$ cat config.mk
export PLATFORM = sky130hd
export DESIGN_NAME = ps2_port_regs
export DESIGN_NICKNAME = d
export VERILOG_FILES = /design/src/rtl/ps2_port_pkg.sv /design/src/rtl/ps2_port_ctrl.sv /design/src/rtl/ps2_port_dp.sv /design/src/rtl/ps2_port_regs.sv
export SDC_FILE = /design/constraint.sdc
export NUM_CORES = 1
export LEC_CHECK = 0
export BUFFER_PORTS_ARGS = -buffer_cell sky130_fd_sc_hd__buf_2
export CORE_UTILIZATION = 48
export CTS_CLUSTER_DIAMETER = 150
export DETAILED_ROUTE_END_ITERATION = 10
export PLACE_DENSITY = 0.79
export SETUP_SLACK_MARGIN = 0.2
export SYNTH_ARGS = -nofsm -noshare
export SYNTH_HDL_FRONTEND = slang
export SYNTH_HIERARCHICAL = 1
export SYNTH_SLANG_ARGS = --single-unit
$ cat constraint.sdc
create_clock -name clk -period 2.4 [get_ports clk]
set_input_delay 0 -clock clk [delete_from_list [all_inputs] [get_ports clk]]
set_output_delay 0 -clock clk [all_outputs]
set_load 0.005 [all_outputs]
$ cat src/rtl/ps2_port_pkg.sv
package ps2_port_pkg;

  // Strobes and selects from the decoder to the datapath
  typedef struct packed {
    logic       wrCtrl;
    logic       wrDiv;
    logic       wrData;
    logic       rdData;
    logic       selCtrl;
    logic       selStat;
    logic       selData;
    logic       selDiv;
    logic       selIntSt;
    logic       selId;
    logic [2:0] idIdx;
  } regStrb_t;

  // Control bit positions that drive the interrupt
  localparam int CTRL_FORCE_BIT = 3;
  localparam int CTRL_RXIE_BIT  = 4;

  // Status bit positions
  localparam int STAT_PARITY_BIT  = 2;
  localparam int STAT_RXFULL_BIT  = 4;
  localparam int STAT_TXEMPTY_BIT = 6;

  function automatic logic [7:0] idByte(input logic [2:0] idx);
    case (idx)
      3'd0: idByte = 8'h50;
      3'd1: idByte = 8'h10;
      3'd2: idByte = 8'h04;
      3'd3: idByte = 8'h00;
      3'd4: idByte = 8'h0D;
      3'd5: idByte = 8'hF0;
      3'd6: idByte = 8'h05;
      default: idByte = 8'hB1;
    endcase
  endfunction

endpackage

$ cat src/rtl/ps2_port_ctrl.sv
module ps2_port_ctrl
  import ps2_port_pkg::*;
#(
  parameter int ADDR_W = 12
) (
  input  logic              clk,
  input  logic              rstN,
  input  logic [ADDR_W-1:0] busAddr,
  input  logic              busWr,
  input  logic              busRd,
  output regStrb_t          strb
);

  localparam logic [ADDR_W-1:0] OFF_CTRL  = ADDR_W'('h00);
  localparam logic [ADDR_W-1:0] OFF_STAT  = ADDR_W'('h04);
  localparam logic [ADDR_W-1:0] OFF_DATA  = ADDR_W'('h08);
  localparam logic [ADDR_W-1:0] OFF_DIV   = ADDR_W'('h0C);
  localparam logic [ADDR_W-1:0] OFF_INTST = ADDR_W'('h10);
  localparam int ID_HI_W = ADDR_W - 5;

  logic [ADDR_W-1:0] wordAddr;
  logic isCtrl, isStat, isData, isDiv, isIntSt, isId;

  always_comb begin
    wordAddr = {busAddr[ADDR_W-1:2], 2'b00};
    isCtrl   = (wordAddr == OFF_CTRL);
    isStat   = (wordAddr == OFF_STAT);
    isData   = (wordAddr == OFF_DATA);
    isDiv    = (wordAddr == OFF_DIV);
    isIntSt  = (wordAddr == OFF_INTST);
    isId     = (busAddr[ADDR_W-1:5] == {ID_HI_W{1'b1}});

    strb.wrCtrl   = busWr & isCtrl;
    strb.wrDiv    = busWr & isDiv;
    strb.wrData   = busWr & isData;
    strb.rdData   = busRd & isData;
    strb.selCtrl  = isCtrl;
    strb.selStat  = isStat;
    strb.selData  = isData;
    strb.selDiv   = isDiv;
    strb.selIntSt = isIntSt;
    strb.selId    = isId;
    strb.idIdx    = busAddr[4:2];
  end

  // At most one register is selected at any address
  p_one_select_r10: assert property (@(posedge clk) disable iff (!rstN)
    $onehot0({strb.selCtrl, strb.selStat, strb.selData, strb.selDiv,
              strb.selIntSt, strb.selId}));

  // Only the three writable registers can take a write strobe
  p_write_only_mapped_r10: assert property (@(posedge clk) disable iff (!rstN)
    $countones({strb.wrCtrl, strb.wrDiv, strb.wrData}) <= 1);

endmodule

$ cat src/rtl/ps2_port_dp.sv
module ps2_port_dp
  import ps2_port_pkg::*;
#(
  parameter int DATA_W = 32,
  parameter int BYTE_W = 8,
  parameter int CTRL_W = 8,
  parameter int DIV_W  = 8
) (
  input  logic              clk,
  input  logic              rstN,
  input  regStrb_t          strb,
  input  logic [DATA_W-1:0] busWdata,
  output logic [DATA_W-1:0] busRdata,
  input  logic              rxValid,
  input  logic [BYTE_W-1:0] rxByte,
  output logic              txValid,
  output logic [BYTE_W-1:0] txByte,
  output logic              irq
);

  logic [CTRL_W-1:0] ctrlQ, ctrlNext;
  logic [DIV_W-1:0]  divQ;
  logic [BYTE_W-1:0] heldQ, heldNext;
  logic [BYTE_W-1:0] pendByteQ, pendByteNext;
  logic              pendQ, pendNext;
  logic              consume;
  logic              irqQ, txValidQ;
  logic [BYTE_W-1:0] txByteQ;

  always_comb begin
    consume      = strb.rdData & pendQ;
    ctrlNext     = strb.wrCtrl ? busWdata[CTRL_W-1:0] : ctrlQ;
    heldNext     = consume ? pendByteQ : heldQ;
    pendByteNext = rxValid ? rxByte : pendByteQ;
    if (rxValid)      pendNext = 1'b1;
    else if (consume) pendNext = 1'b0;
    else              pendNext = pendQ;
  end

  always_ff @(posedge clk) begin
    if (!rstN) begin
      ctrlQ     <= '0;
      divQ      <= '0;
      heldQ     <= '0;
      pendByteQ <= '0;
      pendQ     <= 1'b0;
      irqQ      <= 1'b0;
      txValidQ  <= 1'b0;
      txByteQ   <= '0;
    end else begin
      ctrlQ     <= ctrlNext;
      if (strb.wrDiv) divQ <= busWdata[DIV_W-1:0];
      heldQ     <= heldNext;
      pendByteQ <= pendByteNext;
      pendQ     <= pendNext;
      irqQ      <= (pendNext & ctrlNext[CTRL_RXIE_BIT]) | ctrlNext[CTRL_FORCE_BIT];
      txValidQ  <= strb.wrData;
      if (strb.wrData) txByteQ <= busWdata[BYTE_W-1:0];
    end
  end

  // Read-back mux
  always_comb begin
    busRdata = '0;
    if (strb.selCtrl) begin
      busRdata[CTRL_W-1:0] = ctrlQ;
    end else if (strb.selStat) begin
      busRdata[STAT_TXEMPTY_BIT] = 1'b1;
      busRdata[STAT_RXFULL_BIT]  = pendQ;
      busRdata[STAT_PARITY_BIT]  = ^heldQ;
    end else if (strb.selData) begin
      busRdata[BYTE_W-1:0] = pendQ ? pendByteQ : heldQ;
    end else if (strb.selDiv) begin
      busRdata[DIV_W-1:0] = divQ;
    end else if (strb.selIntSt) begin
      busRdata[0] = pendQ;
      busRdata[1] = 1'b1;
    end else if (strb.selId) begin
      busRdata[7:0] = idByte(strb.idIdx);
    end
  end

  assign txValid = txValidQ;
  assign txByte  = txByteQ;
  assign irq     = irqQ;

  // Interrupt line agrees with registered control and pending state
  p_irq_equation_r6: assert property (@(posedge clk) disable iff (!rstN)
    irqQ == ((pendQ & ctrlQ[CTRL_RXIE_BIT]) | ctrlQ[CTRL_FORCE_BIT]));

  // An incoming byte is always captured and marked pending
  p_rx_capture_r4: assert property (@(posedge clk) disable iff (!rstN)
    rxValid |=> (pendQ && pendByteQ == $past(rxByte)));

  // Consuming read without a new arrival clears pending and fills holding
  p_consume_r5: assert property (@(posedge clk) disable iff (!rstN)
    (strb.rdData && pendQ && !rxValid) |=> (!pendQ && heldQ == $past(pendByteQ)));

  // Data read with nothing pending leaves the holding byte alone
  p_idle_read_r5: assert property (@(posedge clk) disable iff (!rstN)
    (strb.rdData && !pendQ) |=> $stable(heldQ));

  // Collision keeps pending set and moves the old byte to holding
  p_collision_r11: assert property (@(posedge clk) disable iff (!rstN)
    (strb.rdData && pendQ && rxValid) |=> (pendQ && heldQ == $past(pendByteQ)));

  // A data write produces a transmit strobe carrying its low byte
  p_tx_strobe_r8: assert property (@(posedge clk) disable iff (!rstN)
    strb.wrData |=> (txValidQ && txByte == $past(busWdata[BYTE_W-1:0])));

  // Divisor changes only on its own write
  p_div_hold_r10: assert property (@(posedge clk) disable iff (!rstN)
    !strb.wrDiv |=> $stable(divQ));

  // Pending is never cleared except by a data read
  p_pend_sticky_r4: assert property (@(posedge clk) disable iff (!rstN)
    (pendQ && !strb.rdData) |=> pendQ);

endmodule

$ cat src/rtl/ps2_port_regs.sv
module ps2_port_regs
  import ps2_port_pkg::*;
#(
  parameter int ADDR_W = 12,
  parameter int DATA_W = 32,
  parameter int BYTE_W = 8,
  parameter int CTRL_W = 8,
  parameter int DIV_W  = 8
) (
  input  logic              clk,
  input  logic              rstN,
  input  logic [ADDR_W-1:0] busAddr,
  input  logic              busWr,
  input  logic              busRd,
  input  logic [DATA_W-1:0] busWdata,
  output logic [DATA_W-1:0] busRdata,
  input  logic              rxValid,
  input  logic [BYTE_W-1:0] rxByte,
  output logic              txValid,
  output logic [BYTE_W-1:0] txByte,
  output logic              irq
);

  regStrb_t strb;

  ps2_port_ctrl #(.ADDR_W(ADDR_W)) i_ctrl (
    .clk     (clk),
    .rstN    (rstN),
    .busAddr (busAddr),
    .busWr   (busWr),
    .busRd   (busRd),
    .strb    (strb)
  );

  ps2_port_dp #(
    .DATA_W (DATA_W),
    .BYTE_W (BYTE_W),
    .CTRL_W (CTRL_W),
    .DIV_W  (DIV_W)
  ) i_dp (
    .clk      (clk),
    .rstN     (rstN),
    .strb     (strb),
    .busWdata (busWdata),
    .busRdata (busRdata),
    .rxValid  (rxValid),
    .rxByte   (rxByte),
    .txValid  (txValid),
    .txByte   (txByte),
    .irq      (irq)
  );

endmodule

## Yosys cells after proc, flatten, opt, wreduce, memory -nomap -nowiden

Index checks and enable logic that the tools add are counted.

- Reduce and logical (&&, ||, !) cells: 3
- Multiplexer cells: 18
- Bitwise logic cells: 7
- Equality and inequality tests: 11

Operators by type and width:

| operator | count |
|---|---|
| $pmux 8 s7 | 1 |
| $mux 8 | 5 |
| $eq 10x2->1 const B | 2 |
| $eq 10x1->1 const B | 1 |
| $eq 10x3->1 const B | 1 |
| $logic_not 10->1 | 1 |
| $eq 3x3->1 const B | 3 |
| $mux 1 | 8 |
| $reduce_xor 8->1 | 1 |
| $eq 7x7->1 const B | 1 |
| $and 1x1->1 | 6 |
| $eq 3x2->1 const B | 2 |
| $mux 6 | 1 |
| $mux 5 | 1 |
| $mux 2 | 2 |
| $eq 3x1->1 const B | 1 |
| $logic_not 3->1 | 1 |
| $or 1x1->1 | 1 |

- Bits in registers: 43
- Logic and storage cells: 48
- Input port bits: 57
- Output and inout bits: 42

## Longest topological paths before layout

Gate-level depths: netlist of run 1.

- Word-level depth: 8
- Gate-level depth with buffers: 9
- Depth with buffers taken out: 6

## Modules after synthesis

The synthesis of run 1 kept the hierarchy.

Modules (own cells, without submodules):

| module | area each (sq um) | sequential area each (sq um) | instances | cells each |
|---|---|---|---|---|
| ps2_port_dp | 2237.1 | 860.8 | 1 | 241 |
| ps2_port_ctrl | 217.7 | 0.0 | 1 | 32 |

## Worst setup path after synthesis of run 1

No wires, ideal clock.

- Path kind: input-to-reg
- Start: in busAddr[6]
- End: reg i_dp.txByteQ[0], in the netlist i_dp/txByte[0]
- Stages on the path: 6
- Arrival time: 1.586 ns
- Path slack: 0.697 ns
- Path buffers: 2
- Library setup time: 0.116 ns
- Data required time: 2.284 ns
- Path through: or4_4 > buf_6 > nor4_1 > clkbuf_1 > mux2i_1 > nor2b_1

RTL lines:

| item | line | RTL |
|---|---|---|
| from (decl) | ps2_port_regs.sv:12 | `input logic [ADDR_W-1:0] busAddr,` |
| to (signal assigned) | ps2_port_dp.sv:58 | `if (strb.wrData) txByteQ <= busWdata[BYTE_W-1:0];` |
| to (decl) | ps2_port_dp.sv:28 | `logic [BYTE_W-1:0] txByteQ;` |

==> reports/qor.log, run 1 <==
qor: detailed_routing.drt_first_pass_iters 4
qor: die.effective_utilization_at_floorplan 51.0%
qor: critical_path.timing.critical_path.slowest_cell_delay 0.64 ns
qor: sta.setup_violations 0
qor: pwr.comb_power_share 8.8%
qor: die.core-area 4820 sq um
qor: sta.final.min_clock_period 2.00 ns
qor: global_routing.grt_start_max_net_pins 43
qor: layout.final_net_count 381
qor: layout.layout.cells.non_filler 391
qor: clock_tree.clk-insertion-delay-late 0.29 ns
qor: detailed_routing.drt_iter0_drc 104
qor: die.die_w 73.5 microns
qor: die.floorplan.rows 25
qor: clock_tree.tritoncts built
qor: detailed_routing.detail_route.vias_per_cell 4.95
qor: detailed_routing.route.detailed.drc 0
qor: critical_path.cp_cell_sequence buf_2 > or4_1 > nor3_1 > buf_4 > a21oi_1 > a221o_1 > a31oi_1 > buf_2
qor: global_routing.first_global_vias 1736
qor: worst_hold_path.min-delay-path-class in2reg
qor: worst_hold_path.timing.hold.worst_path_depth 3
qor: sta.fin_setup_tns 0 ns
qor: die.die-height 73.5 microns
qor: pwr.cell_leakage_power 1.13 nW
qor: critical_path.critical_path_rt 2.40 ns
qor: synth.synth-seq-cells 43
qor: sta.timing_worst_slew_pin_value 0.676 ns
qor: die.design.portCount 99
qor: critical_path.cell_seen_most_often_among_critical_path_stages buf_2
qor: detailed_routing.dr.max_layer_used met4
qor: layout.drive_above_1_share 22.5%
qor: worst_hold_path.min_delay_worst_endpoint i_dp/txByte[3]$_SDFFE_PN0P_
qor: placement.hpwlAfterDp 3.48 mm
qor: global_routing.antenna_found_initial 0
qor: synth.yosysWarningCount 6
qor: pwr.internal_power 0.00109 W
qor: pwr.share_clk_of_total_power 38.4%
qor: global_routing.gr-usage-all-layers 19.5%
qor: detailed_routing.routed-via-count 1934
qor: synth.synth_top_cells_by_area dfxtp_1 (35%), mux2i_1 (16%), buf_4 (10%)
qor: detailed_routing.drt-total-wl 4.87 mm
qor: sta.max_freq 0.500 GHz
qor: global_routing.grt.overflow.total 0
qor: sta.count_of_endpoints_failing_hold_in_the_final_timing_report 0
qor: critical_path.critical_path_arrival 2.00 ns
qor: layout.fin_util 59.2%
qor: synth.syn_inst 273
qor: synth.netlist-cell-type-count 38
qor: synth.fraction_of_post_synthesis_cell_area_in_the_top_cell_type_by_area 35.1%
qor: pwr.power.switching_fraction 21.7%
qor: pwr.power-per-cell-area 488 nW/um^2
qor: detailed_routing.postRouteAntennaNets 0
qor: pwr.ir_worst_vdd 0.000463 V
qor: critical_path.cp_endpoint_kind output port
qor: layout.antenna_cells_inserted 0
qor: sta.worst_slew_margin_rel 54.9%
qor: worst_hold_path.hold_path.startpoint busWdata[3]
qor: pwr.sequentialPowerShare 52.8%
qor: critical_path.crit_path_max_fanout 10
qor: detailed_routing.detailroute.wirelength.met3 313 microns
qor: clock_tree.clock_tree.root_cell clkbuf_8
qor: clock_tree.tritoncts.num_buffers 5
qor: critical_path.worst_setup_path_start_kind input port
qor: critical_path.timing.rr.end i_dp/heldQ[1]$_SDFFE_PN0P_
qor: die.design.die.area 5400 sq um
qor: clock_tree.clock_path_buffers 2
qor: sta.rsz0062_at_grt no
qor: sta.final.setup_skew 0.00860 ns
qor: synth.synthesis.area 2450 sq um
qor: clock_tree.tritoncts_num_sinks 43
qor: critical_path.reg2reg_slack 0.92 ns
qor: synth.avgSynthCellArea 8.99 sq um
qor: placement.dp_cells 372
qor: flow_run.cap_violations 0
qor: sta.final_period_util 83.3%
qor: synth.ys_seq_area_share 35.1%
qor: critical_path.critPathKind in2out
qor: global_routing.grt_pass1_wl 8.13 mm
qor: detailed_routing.route.layer.met1.wl 2.30 mm
qor: clock_tree.htree_levels 2
qor: critical_path.rr_startpoint i_dp/pendQ$_SDFF_PN0_
qor: pwr.switching_power 0.000303 W
qor: synth.yosysTopAreaCell dfxtp_1
qor: placement.gp_congestion 0.879
qor: outcome.status finished clean
qor: clock_tree.cts.reportedPaths.clkPinSlew 0.07 ns
qor: detailed_routing.wire_per_inst 12.5 microns
qor: placement.port-buffer-count 48
qor: critical_path.timing.critical_path.slowest_stage_cell or4_1
qor: clock_tree.cts_resized 0
qor: sta.timing.final.max_slew_violations 0
qor: critical_path.depth_of_the_worst_register_to_register_path 3
qor: layout.synthToLayoutAreaGrowth 16.2%
qor: layout.n_fill_cell 415
qor: detailed_routing.wl_met2 2.20 mm
[cells in the final DEF (no fill, tap or decap), drive strengths merged, types with 3 or more instances in the layout]
| cell type | n |
|---|---|
| clkbuf | 6 |
| nand2 | 19 |
| and2 | 3 |
| nor2 | 6 |
| o21ai | 4 |
| dlygate4sd3 | 12 |
| nand3 | 10 |
| inv | 8 |
| mux2i | 39 |
| xnor2 | 7 |
| nor3 | 3 |
| a21boi | 8 |
| a21o | 4 |
| a221o | 3 |
| a21oi | 7 |
| conb | 24 |
| nor2b | 33 |
| nor4 | 6 |
| dfxtp | 43 |
| buf | 57 |
[critical path: cells and delay by family]
family / cells / cell delay [ns]
simple gates: 2 / 0.85
compound gates: 3 / 0.66
buf+inv: 3 / 0.48
[kinds of logic after synthesis]
| group | Yosys count | synth area share (%) |
|---|---|---|
| AND/OR/NAND/NOR | 89 | 20.8 |
| buffers and inverters | 56 | 14.3 |
| flip-flops | 43 | 35.1 |
| multiplexers | 41 | 16.8 |
| AO/OA/AOI/OAI | 36 | 10.3 |
| XOR/XNOR | 7 | 2.50 |
| other | 1 | 0.153 |
[stage by stage]
step / total power, W / area [sq um] / hold WS [ns] / setup WS, ns
6_report: 0.00139 / 2850 / 0.0105 / 0.401
5_1_grt: 0.00145 / 2850 / 0.0367 / 0.270
4_1_cts: 0.00141 / 2850 / 0.00177 / 0.426
3_5_place_dp: 0.000858 / 2630 / 0.264 / 0.439
3_3_place_gp: 0.000856 / 2630 / 0.260 / 0.427
2_1_floorplan: 0.000845 / 2540 / 0.169 / 0.697
[worst max path at each step]
stage                      startpoint                           to  cells after the start
after floorplan            busAddr[6]  i_dp/txByte[0]$_SDFFE_PN0P_                      6
after global placement    busAddr[11]                  busRdata[4]                      8
after detailed placement  busAddr[11]   i_dp/heldQ[1]$_SDFFE_PN0P_                      6
after CTS                 busAddr[11]                  busRdata[4]                      8
after global routing      busAddr[11]                  busRdata[4]                      8
final                     busAddr[11]                  busRdata[4]                      8
[what timing repair did]
action | 4_1_cts | 5_1_grt
hold buffers | 12 | 0
buffers inserted | 0 | 0
hold endpoints to repair | 14 | 0
[cells in the mapped netlist]
library cell  instances
a31oi_1               2
buf_2                 2
o21ai_0               4
dfxtp_1              43
xnor2_1               7
nor2b_1              33
o22a_1                1
or2_2                 1
nor3b_4               1
or4_4                 1
nor4_1                4
a21boi_0              8
or3b_1                1
mux2_2                2
a21o_1                4
conb_1                1
inv_1                 8
or4_1                 1
mux2i_1              39
nand2b_1              2
nor4_2                2
a22oi_1               2
or3_1                 1
o211ai_1              1
o311ai_1              1
o31ai_1               1
buf_6                 2
nand3_1              10
nand2_1              19
nor2_1                6
and2_1                3
clkbuf_1             11
a221o_1               3
buf_4                33
nor3_1                3
nand4_1               1
a221oi_1              2
a21oi_1               7
[routing by layer]
layer / global-route usage [%] / vias to the layer above
met3: 4.12 / 6
met2: 30.2 / 79
met4: 5.98 / 0
met5: 0 / -
li1: - / 975
met1: 27.2 / 874
[final cells by class]
cell class              count  area (sq um)  share of cell area (%)
repair buffers             69           428                    15.0
flip-flops and latches     43           861                    30.2
clock buffers               6          72.6                    2.54
well taps                  67          83.8                    2.94
clock inverters             1          30.0                    1.05
multi-input cells         197          1350                    47.2
inverters                   8          30.0                    1.05
[power by group through the flow]
stage	Clock [W]	Sequential [W]	Combinational, W
final	0.000535	0.000735	0.000123
after global routing	0.000576	0.000736	0.000139
after CTS	0.000555	0.000735	0.000122
after detailed placement	0	0.000752	0.000106
after global placement	0	0.000751	0.000105
after floorplan	0	0.000744	0.000101
[flip-flops by register name, indices dropped and copies added, names as in the netlist]
signal	flops
i_dp/ctrlQ	8
i_dp/divQ	8
i_dp/heldQ	8
i_dp/pendByteQ	8
i_dp/txByte	8
i_dp/irq	1
i_dp/pendQ	1
i_dp/txValid	1
No activity file was read; power rests on OpenSTA's default activity.
==> inputs of run 2 (changes only) <==
==> constraint.sdc (replaced) <==
create_clock -name clk -period 2.05 [get_ports clk]
set_input_delay 0 -clock clk [delete_from_list [all_inputs] [get_ports clk]]
set_output_delay 0 -clock clk [all_outputs]
set_load 0.005 [all_outputs]
==> run 2 against run 1 <==
The run now ends with negative hold slack left. Clock power increased by 26%. Register-to-register slack got worse by 0.03 ns. Highest routed layer unchanged. Wire length increased by 11%. Critical path type unchanged. Largest cell class unchanged. Clock-buffer cell count unchanged. Die area unchanged. Non-clock buffer count increased by 16. First-iteration DRC count decreased by 31%.
==> reports/qor.log, run 2 (synthesis gave the netlist of run 1 again) <==
qor: outcome.status finished, violations left
qor: outcome.violations_in_the_final_reports negative hold slack
qor: clock_tree.cts.reportedPaths.clkPinSlew 0.08 ns
qor: critical_path.worst_setup_path_start_kind input port
qor: sta.timing_worst_slew_pin_value 0.538 ns
qor: placement.gp_congestion 0.875
qor: global_routing.gr-usage-all-layers 20.2%
qor: detailed_routing.drt-total-wl 5.41 mm
qor: sta.setup_violations 0
qor: sta.final_critical_path_setup_slack 0.200 ns
qor: layout.drive_above_1_share 30.5%
qor: die.die_w 73.5 microns
qor: detailed_routing.postRouteAntennaNets 0
qor: sta.final_period_util 90.3%
qor: clock_tree.tritoncts built
qor: global_routing.grt.overflow.total 0
qor: flow_run.cap_violations 0
qor: die.floorplan.rows 25
qor: placement.hpwlAfterDp 3.58 mm
qor: die.effective_utilization_at_floorplan 51.0%
qor: critical_path.crit_path_max_fanout 6
qor: layout.antenna_cells_inserted 0
qor: detailed_routing.detail_route.vias_per_cell 4.93
qor: detailed_routing.drt_first_pass_iters 4
qor: clock_tree.htree_levels 2
qor: layout.synthToLayoutAreaGrowth 25.9%
qor: die.core-area 4820 sq um
qor: pwr.ir_worst_vdd 0.000415 V
qor: sta.timing.final.max_slew_violations 0
qor: clock_tree.tritoncts_num_sinks 43
qor: critical_path.critPathKind in2out
qor: pwr.cell_leakage_power 1.26 nW
qor: detailed_routing.drt_iter0_drc 72
qor: layout.final_net_count 397
qor: global_routing.first_global_vias 1804
qor: sta.max_freq 0.540 GHz
qor: critical_path.cp_endpoint_kind output port
qor: critical_path.critical_path_rt 2.05 ns
qor: placement.dp_slack 0.138 ns
qor: global_routing.grt_pass1_wl 8.31 mm
qor: global_routing.grt_start_max_net_pins 43
qor: clock_tree.tritoncts.num_buffers 5
qor: placement.port-buffer-count 48
qor: die.design.portCount 99
qor: sta.fin_setup_tns 0 ns
qor: sta.timing.hold.ws -0.00315 ns
qor: layout.mostFrequentLayoutCells buf_2 (44), dfxtp_1 (42), mux2i_1 (39), nor2b_1 (33)
qor: critical_path.critical_path_arrival 1.85 ns
qor: pwr.power-per-cell-area 550 nW/um^2
qor: die.design.die.area 5400 sq um
qor: sta.worst_slew_margin_rel 64.1%
qor: sta.rsz0062_at_grt yes
qor: detailed_routing.routed-via-count 2013
qor: detailed_routing.wire_per_inst 13.3 microns
qor: global_routing.antenna_found_initial 0
qor: sta.final.setup_skew 0.00289 ns
qor: layout.area_of_the_multi_input_gates 1430 sq um
qor: clock_tree.clock_path_buffers 2
qor: die.die-height 73.5 microns
qor: worst_hold_path.min-delay-path-class in2reg
qor: clock_tree.clk-insertion-delay-late 0.29 ns
qor: layout.sequential_cell_area 862 sq um
qor: sta.count_of_endpoints_failing_hold_in_the_final_timing_report 1
qor: detailed_routing.route.detailed.drc 0
qor: layout.fin_util 64.2%
qor: sta.final.min_clock_period 1.85 ns
qor: layout.n_fill_cell 409
qor: clock_tree.clock_tree.root_cell clkbuf_8
qor: layout.layout.cells.most_common buf_2
[run 2: final timing paths]
check                                           startpoint                          to  slack (ns)  depth (start not counted)
worst max-delay path                           busAddr[11]                 busRdata[4]        0.20                          8
worst min-delay path                           busWdata[2]  i_dp/ctrlQ[2]$_SDFFE_PN0P_      -0.003                          3
worst max register to register       i_dp/pendQ$_SDFF_PN0_  i_dp/heldQ[6]$_SDFFE_PN0P_        0.89                          3
worst min register to register  i_dp/heldQ[5]$_SDFFE_PN0P_  i_dp/heldQ[5]$_SDFFE_PN0P_        0.50                          2
[run 2: metal layers]
metal	track usage, %	part of all wire (%)	vias up
li1	-	-	1012
met2	33.8	48	74
met4	7.26	1.1	0
met5	0	0	-
met3	3.29	4.0	9
met1	26.1	47	918
[run 2: metrics by stage]
step / instances / total power, W / instance area, sq um
floorplan: 296 / 0.000989 / 2540
global route: 408 / 0.00177 / 3090
finish: 408 / 0.00170 / 3090
detailed placement: 376 / 0.00101 / 2660
global placement: 376 / 0.00100 / 2660
CTS: 404 / 0.00170 / 2960
[run 2: area by class of cell]
class / instances / share of cell area, %
sequential: 43 / 27.9
multi-input combinational: 197 / 46.2
clock buffer: 6 / 2.67
timing repair buffer: 85 / 18.4
clock inverter: 2 / 1.13
tap: 67 / 2.71
inverter: 8 / 0.972
[run 2: report_power, final]
group / internal (W) / switching [W]
registers: 0.000846 / 0.0000146
clock network: 0.000394 / 0.000281
logic: 0.0000825 / 0.0000801
total: 0.00132 / 0.000376
[run 2: critical path: stages]
cell and delay [ns]:
buf_2 0.12, or4_4 0.58, nor3_2 0.19, buf_4 0.20
a21oi_2 0.06, a221o_1 0.31, a31oi_1 0.23, buf_2 0.16
[run 2: repair_timing]
item / 4_1_cts / 5_1_grt
endpoints found under the setup margin: 7 / 8
buffers inserted: 8 / 4
pin swaps: 2 / 8
hold buffers: 12 / 0
hold endpoints to repair: 12 / 0
resized for setup: 1 / 25
==> inputs of run 3 (changes only) <==
--- a/config.mk
+++ b/config.mk
@@ -11,6 +11,7 @@
 export DETAILED_ROUTE_END_ITERATION = 10
 export PLACE_DENSITY = 0.79
 export SETUP_SLACK_MARGIN = 0.2
+export SKIP_LAST_GASP = 1
 export SYNTH_ARGS = -nofsm -noshare
 export SYNTH_HDL_FRONTEND = slang
 export SYNTH_HIERARCHICAL = 1
==> constraint.sdc (replaced) <==
create_clock -name clk -period 2.05 [get_ports clk]
set_input_delay 0.41 -clock clk [delete_from_list [all_inputs] [get_ports clk]]
set_output_delay 0.41 -clock clk [all_outputs]
set_load 0.005 [all_outputs]
==> run 3 against run 2 <==
The flow finishes with violations (negative setup slack). Wire length grew 11%. Sequential share of layout area shrank 1.3 points. Maximum frequency shrank 30%. Setup slack lost 0.79 ns. Register-to-register slack lost 0.13 ns. Clock skew grew 0.00081 ns. Design area grew 4.7%. Power grew 0.68%. Highest routed layer unchanged.
==> reports/qor.log, run 3 (synthesis gave the netlist of run 1 again) <==
qor: detailed_routing.drt-total-wl 5.99 mm
qor: detailed_routing.wire_per_inst 14.6 microns
qor: critical_path.critPathKind in2out
qor: clock_tree.clock_tree.root_cell clkbuf_8
qor: layout.sequential_cell_area 861 sq um
qor: global_routing.grt.overflow.total 0
qor: global_routing.grt_pass1_wl 9.02 mm
qor: detailed_routing.drt_iter0_drc 72
qor: die.design.portCount 99
qor: sta.setup_violations 8
qor: critical_path.cp_endpoint_kind output port
qor: sta.timing.hold.ws 0.371 ns
qor: sta.final_period_util 129%
qor: die.effective_utilization_at_floorplan 51.0%
qor: layout.synthToLayoutAreaGrowth 31.9%
qor: layout.layout.cells.most_common dfxtp_1
qor: pwr.power-per-cell-area 528 nW/um^2
qor: detailed_routing.routed-via-count 2132
qor: pwr.ir_worst_vdd 0.000483 V
qor: clock_tree.tritoncts_num_sinks 43
qor: pwr.switching_power 0.000388 W
qor: critical_path.crit_path_max_fanout 6
qor: layout.mostFrequentLayoutCells dfxtp_1 (43), buf_2 (42), mux2i_1 (39), buf_4 (33), nor2b_1 (33)
qor: outcome.violations_in_the_final_reports negative setup slack
qor: sta.timing.final.max_slew_violations 0
qor: pwr.comb_power_share 10.3%
qor: global_routing.grt_start_max_net_pins 27
qor: placement.gp_congestion 0.838
qor: pwr.sequentialPowerShare 50.2%
qor: clock_tree.tritoncts built
qor: die.design.die.area 5400 sq um
qor: worst_hold_path.timing.hold.worst_path_depth 3
qor: detailed_routing.route.detailed.drc 0
qor: sta.rsz0062_at_grt yes
qor: worst_hold_path.hold_path.startpoint rxByte[3]
qor: clock_tree.clock_path_buffers 2
qor: die.die-height 73.5 microns
qor: placement.dp_slack -0.594 ns
qor: layout.area_of_the_multi_input_gates 1540 sq um
qor: sta.fin_setup_tns -4.07 ns
qor: die.floorplan.rows 25
qor: placement.port-buffer-count 48
qor: pwr.cell_leakage_power 1.34 nW
qor: global_routing.gr-usage-all-layers 22.0%
qor: critical_path.worst_setup_path_start_kind input port
qor: pwr.power.switching_fraction 22.7%
qor: clock_tree.htree_levels 2
qor: critical_path.timing.rr.end i_dp/heldQ[1]$_SDFFE_PN0P_
qor: pwr.share_clk_of_total_power 39.6%
qor: critical_path.depth_of_the_worst_register_to_register_path 5
qor: layout.layout.cells.non_filler 411
qor: detailed_routing.drt_first_pass_iters 4
qor: layout.final_net_count 400
qor: placement.placed_cell_area 2860 sq um
qor: sta.max_freq 0.378 GHz
qor: clock_tree.clk-insertion-delay-late 0.29 ns
qor: global_routing.first_global_vias 1964
qor: detailed_routing.detail_route.vias_per_cell 5.19
qor: die.die_w 73.5 microns
qor: worst_hold_path.min_delay_worst_endpoint i_dp/pendByteQ[3]$_SDFFE_PN0P_
qor: pwr.internal_power 0.00132 W
qor: sta.count_of_endpoints_failing_hold_in_the_final_timing_report 0
qor: critical_path.critical_path_rt 1.64 ns
qor: placement.dp_cells 399
qor: sta.final.setup_skew 0.00370 ns
qor: layout.n_fill_cell 376
qor: outcome.status finished, violations left
qor: clock_tree.tritoncts.num_buffers 5
qor: worst_hold_path.min-delay-path-class in2reg
qor: sta.final_critical_path_setup_slack -0.595 ns
qor: sta.final.min_clock_period 2.65 ns
qor: layout.antenna_cells_inserted 0
qor: detailed_routing.postRouteAntennaNets 0
qor: flow_run.cap_violations 0
qor: layout.post-route-cell-area 3240 sq um
qor: die.core-area 4820 sq um
qor: critical_path.reg2reg_slack 0.76 ns
qor: clock_tree.cts.reportedPaths.clkPinSlew 0.08 ns
qor: critical_path.rr_startpoint i_dp/pendQ$_SDFF_PN0_
qor: critical_path.critical_path_arrival 2.24 ns
qor: global_routing.antenna_found_initial 0
qor: layout.drive_above_1_share 39.2%
qor: placement.hpwlAfterDp 3.86 mm
-- run 3: changes by cell type in the layout (fill, tap and decap cells not counted), sizes merged --
cell	change
dlygate4sd3	-12
clkdlybuf4s15	+1
buf	+16
clkbuf	-2
-- run 3: worst max path at each step --
stage	cells after the start	start	slack, ns	end
after floorplan	8	busAddr[6]	-0.30	busRdata[4]
after global placement	8	busAddr[6]	-0.55	busRdata[4]
after detailed placement	9	busAddr[6]	-0.59	busRdata[5]
after CTS	9	busAddr[8]	-0.55	busRdata[5]
after global routing	8	busAddr[6]	-0.59	busRdata[3]
final	8	busAddr[6]	-0.60	busRdata[3]
-- run 3: routing by layer --
metal,up-vias,part of all wire [%],track usage [%]
met4,0,2.7,10.5
li1,1018,-,-
met3,15,5.6,3.98
met5,-,0,0
met2,100,48,36.4
met1,999,44,27.7
-- run 3: what timing repair did --
item | 4_1_cts | 5_1_grt
pin swaps | 15 | 23
gates resized for setup | 22 | 34
setup buffers | 1 | 0
cloned | 2 | 1
hold buffers | 0 | 0
endpoints found under the setup margin | 23 | 37
-- run 3: worst max-delay path: stages --
cell and delay, ns:
buf_6 0.09, or4_4 0.62, nor3_4 0.19, buf_6 0.17
a21oi_1 0.08, a221o_1 0.35, o21ai_2 0.17, buf_2 0.14
-- run 3: through the flow --
step	power, W	util, %
6_report	0.00171	67.2
5_1_grt	0.00178	67.2
4_1_cts	0.00171	64.5
3_5_place_dp	0.00103	59.3
3_3_place_gp	0.00102	59.3
2_1_floorplan	0.000991	-
-- run 3: power groups by stage --
| stage | sequential [W] | combinational, W | clock (W) |
|---|---|---|---|
| after CTS | 0.000857 | 0.000160 | 0.000689 |
| final | 0.000858 | 0.000176 | 0.000677 |
| after detailed placement | 0.000877 | 0.000150 | 0 |
| after global placement | 0.000876 | 0.000147 | 0 |
| after global routing | 0.000859 | 0.000191 | 0.000728 |
| after floorplan | 0.000871 | 0.000120 | 0 |
-- run 3: final cells by class --
class | instances | area share [%]
Clock buffer | 6 | 2.55
Timing Repair Buffer | 88 | 18.7
Inverter | 8 | 0.928
Sequential cell | 43 | 26.6
Tap cell | 67 | 2.59
Multi-Input combinational cell | 197 | 47.6
Clock inverter | 2 | 1.08
